File: src/rtl/timer_irq_flags.sv
module timer_irq_flags #(
  parameter int N_CMP = 3,
  parameter int DW    = 8
) (
  input  logic               clk,
  input  logic               rst_n,
  input  logic [N_CMP-1:0]   cmp_match,
  input  logic [N_CMP-1:0]   cmp_force,
  input  logic               wrap_evt,
  input  logic               top_evt,
  input  logic               cap_evt,
  input  logic               wrap_mode,
  input  logic               top_is_cap,
  input  logic [N_CMP+1:0]   vec_ack,
  input  logic               reg_we,
  input  logic               reg_sel,
  input  logic [DW-1:0]      reg_wdata,
  output logic [DW-1:0]      reg_rdata,
  input  logic               glb_ie,
  output logic [N_CMP+1:0]   irq
);
  localparam int NSRC    = N_CMP + 2;
  localparam int CAP_BIT = N_CMP + 2;

  function automatic logic [NSRC-1:0] from_reg(input logic [DW-1:0] r);
    return {r[CAP_BIT], r[N_CMP:0]};
  endfunction

  function automatic logic [DW-1:0] to_reg(input logic [NSRC-1:0] s);
    logic [DW-1:0] r;
    r = '0;
    r[N_CMP:0] = s[N_CMP:0];
    r[CAP_BIT] = s[NSRC-1];
    return r;
  endfunction

  logic [NSRC-1:0] flags, en, set_vec, clr_vec;
  logic ovf_hit, cap_hit;

  assign ovf_hit = wrap_mode ? wrap_evt : top_evt;
  assign cap_hit = top_is_cap ? top_evt : cap_evt;
  assign set_vec = {cap_hit, cmp_match, ovf_hit};
  assign clr_vec = vec_ack | ((reg_we && !reg_sel) ? from_reg(reg_wdata) : '0);

  always_ff @(posedge clk or negedge rst_n) begin
    if (!rst_n) begin
      flags <= '0;
      en    <= '0;
    end else begin
      flags <= (flags & ~clr_vec) | set_vec;
      if (reg_we && reg_sel) en <= from_reg(reg_wdata);
    end
  end

  assign reg_rdata = reg_sel ? to_reg(en) : to_reg(flags);
  assign irq       = glb_ie ? (flags & en) : '0;
endmodule

File: config.mk
export PLATFORM = sky130hd
export DESIGN_NAME = timer_irq_flags
export DESIGN_NICKNAME = d
export VERILOG_FILES = /design/src/rtl/timer_irq_flags.sv
export SDC_FILE = /design/constraint.sdc
export NUM_CORES = 1
export LEC_CHECK = 0
export BUFFER_PORTS_ARGS = -buffer_cell sky130_fd_sc_hd__buf_2
export CAP_MARGIN = 20
export CORE_UTILIZATION = 42
export DETAILED_ROUTE_END_ITERATION = 7
export PLACE_DENSITY = 0.86
export SLEW_MARGIN = 40
export SYNTH_ARGS = -nofsm -noshare
export SYNTH_HDL_FRONTEND = slang
export SYNTH_SLANG_ARGS = --single-unit
File: constraint.sdc
create_clock -name clk -period 1.53 [get_ports clk]
set_input_delay 0.2295 -clock clk [delete_from_list [all_inputs] [get_ports clk]]
set_output_delay 0.2295 -clock clk [all_outputs]
set_load 0.05 [all_outputs]
==> reports/qor_table.md <==
| Metric | Reported | Unit |
| --- | --- | --- |
| Yosys warnings | 0 | - |
| Half-perimeter wire length of the detailed placement result | 841 | microns |
| Startpoint of the most critical register-to-register path | en[4] | - |
| Area of placed instances | 744 | sq um |
| Switching power as a share of total power | 35.0 | % |
| Final TNS setup | 0 | ps |
| Worst Setup End Kind | primary output | - |
| Sequential share of power | 37.6 | % |
| Worst hold path depth | 2 | - |
| Layout cells sized above 1 | 61.4 | % |
| Maximum fanout along the worst path | 3 | - |
| Minimum hold slack | 155 | ps |
| Via count | 463 | - |
| Hold crit path type | in2reg | - |
| Final Instance Count excl. Fillers | 98 | - |
| CTS tree | yes | - |
| Die H | 39.5 | microns |
| Type of origin of the critical path | register | - |
| Total count of max-transition violations in the final report | 0 | - |
| Count of mapped cells out of synthesis | 48 | - |
| Clock latency at the later pin of the worst-skew pair | 260 | ps |
| Comb power frac | 33.9 | % |
| Area inside the core boundary | 1300 | sq um |
| Wire length on met1 | 517 | microns |
| Area enclosed by the die boundary | 1560 | sq um |
| Maximum operating frequency | 734 | MHz |
| RePlAce Congestion | 0.675 | - |
| Average wire per cell in the routed design | 11.5 | microns |
| Global-route wire length before repair | 1.88 | mm |
| I/O pins | 42 | - |
| Hold Fails Final Rpt | 0 | - |
| Met3 wire length | 100 | microns |
| Net count reported at finish | 113 | - |
| R2R cell count | 1 | - |
| Number of cells after detailed placement | 93 | - |
| Antenna diode instance count | 0 | - |
| Storage element area | 250 | sq um |
| Final worst path period share | 89.0 | % |
| Leakage Power | 0.438 | nW |
| Critical path launch point | en[1] | - |
| Final setup violation count | 0 | - |
| Sequential cell area fraction in the yosys report | 42.3 | % |
| Maximum vdd ir drop | 0.000571 | V |
| Footprint of the multi-input gates | 304 | sq um |
| Cell area after layout | 791 | sq um |
| Design internal power | 0.000545 | W |
| Total routing usage reported by global routing | 19.3 | % |
| Clock Skews | 0 | ps |
| Cells taking the most area after synthesis | sky130_fd_sc_hd__dfrtp_1, sky130_fd_sc_hd__mux2_4, sky130_fd_sc_hd__mux2_2 | - |
| Die extent in x | 39.5 | microns |
| Number of distinct library cells after synthesis | 15 | - |
| Std-Cell Rows | 13 | - |
| Routed wire length | 1.13 | mm |
| Critical path type | reg2out | - |
| Remaining global-route overflow | 0 | - |
| H-Tree Level Count | 1 | - |
| Synthesized area | 592 | sq um |
| Buffer type at the clock tree root | sky130_fd_sc_hd__clkbuf_4 | - |
| Share of total power in the clock network | 28.5 | % |
| CTS max path bufs | 2 | - |
| Outcome | finished clean | - |
| DRC violations left | 0 | - |
| Routed length on met2 | 496 | microns |
| Worst Hold Launch | cmp_match[2] | - |
| Area share of the largest cell type after synthesis | 42.3 | % |
| Largest net degree at the start of global routing | 12 | - |
| Number of global-route vias before repair | 435 | - |
| P&R area growth vs syn | 33.6 | % |
| Violation count after the first detailed-route iteration | 4 | - |
| Number of max-cap violations | 0 | - |
| Clock-pin slew reported for the worst setup and hold paths after clock tree synthesis | 70 | ps |
| PD cells | 1060 | nW/um^2 |
| Data required time at the worst endpoint | 1300 | ps |
| Antenna violations before repair | 0 | - |
| Sink Count | 10 | - |
| Time the worst path needs with I/O delays and setup | 1360 | ps |
| PortBufs | 32 | - |
| Number of synthesized register bits | 10 | - |
| Dominant cell type by area after synthesis | sky130_fd_sc_hd__dfrtp_1 | - |
| Average cell area after synthesis | 12.3 | sq um |
| Starting density of the core | 45.5 | % |
| Via density | 4.72 | - |
| Total iterations of the first detailed-routing run | 3 | - |
| Count of fill cells added during filler insertion | 117 | - |
| Worst Path Arrival | 1130 | ps |
| Uppermost metal layer occupied by signal nets | met4 | - |
| Switching power | 0.000293 | W |
| Unrepaired setup endpoints after global routing | no | - |
| Antenna viol nets, final | 0 | - |
| CTS buffer count | 3 | - |
==> state kept, by name, indices dropped and copies added, names as in the netlist <==
| register | cells |
|---|---|
| en | 5 |
| flags | 5 |
==> power groups by stage <==
stage / clock network [W] / logic (W) / registers, W
after floorplan: 0 / 0.000223 / 0.000314
after global placement: 0 / 0.000281 / 0.000318
after detailed placement: 0 / 0.000284 / 0.000320
after CTS: 0.000248 / 0.000287 / 0.000316
after global routing: 0.000267 / 0.000303 / 0.000321
final: 0.000239 / 0.000284 / 0.000315
==> synth_stat cells <==
cell                       count
sky130_fd_sc_hd__a31o_1        3
sky130_fd_sc_hd__and3_1        5
sky130_fd_sc_hd__and3b_2       2
sky130_fd_sc_hd__buf_4         3
sky130_fd_sc_hd__buf_6         1
sky130_fd_sc_hd__conb_1        1
sky130_fd_sc_hd__dfrtp_1      10
sky130_fd_sc_hd__inv_1         3
sky130_fd_sc_hd__mux2_2        5
sky130_fd_sc_hd__mux2_4        5
sky130_fd_sc_hd__mux2i_1       2
sky130_fd_sc_hd__nand2_4       1
sky130_fd_sc_hd__nand2b_1      2
sky130_fd_sc_hd__nand3b_1      3
sky130_fd_sc_hd__o21ai_2       2
==> metrics by stage <==
step | setup slack (ps) | total power (W) | util (%)
after global placement | 276 | 0.000599 | 57.2
after global routing | 121 | 0.000890 | 60.8
after detailed placement | 277 | 0.000604 | 57.2
after floorplan | 511 | 0.000537 | -
after CTS | 150 | 0.000851 | 60.8
final | 168 | 0.000838 | 60.8
==> critical path, stage by stage (launching register included) <==
cell	delay, ps
sky130_fd_sc_hd__dfrtp_1	390
sky130_fd_sc_hd__mux2_2	270
sky130_fd_sc_hd__buf_2	210
==> cell usage in the layout, fill, tap and decap left out, drive strengths merged <==
cell type	instances
clkbuf	4
nand3b	3
a31o	3
dlygate4sd3	1
o21ai	2
dfrtp	10
and3b	2
nand2	1
inv	3
buf	32
nand2b	2
mux2	10
mux2i	2
conb	3
and3	5
==> repair_timing <==
item | in CTS | in global routing
buffers inserted | 0 | 0
hold buffers | 1 | 0
gates resized for setup | 0 | 0
hold endpoints to repair | 10 | 0
==> worst paths after layout <==
check	to	slack [ps]
worst max-delay path	reg_rdata[1]	170
worst min-delay path	flags[3]	150
worst max register to register	en[4]	760
worst min register to register	flags[1]	520
max in group asynchronous	en[4]	980
min in group asynchronous	flags[1]	360
==> metal layers <==
layer	up-vias	track usage, %
met5	-	0
met4	0	10.3
met3	2	6.82
met2	31	27.0
met1	195	25.4
li1	235	-
==> layout make-up <==
type,instances,area share [%]
inverter,3,1.42
sequential,10,31.6
multi-input combinational,33,38.4
clock buffer,4,4.59
timing repair buffer,33,21.5
tap,15,2.37
==> logic make-up after synthesis <==
family                 count (synthesis)  share of synthesized area, %
muxes                                 12                          25.6
AOI/OAI and AO/OA                      5                          7.40
and+or+nand+nor                       13                          16.5
DFF                                   10                          42.3
other                                  1                         0.634
buffers and inverters                  7                          7.61
Power figures use the tool's default switching activity.
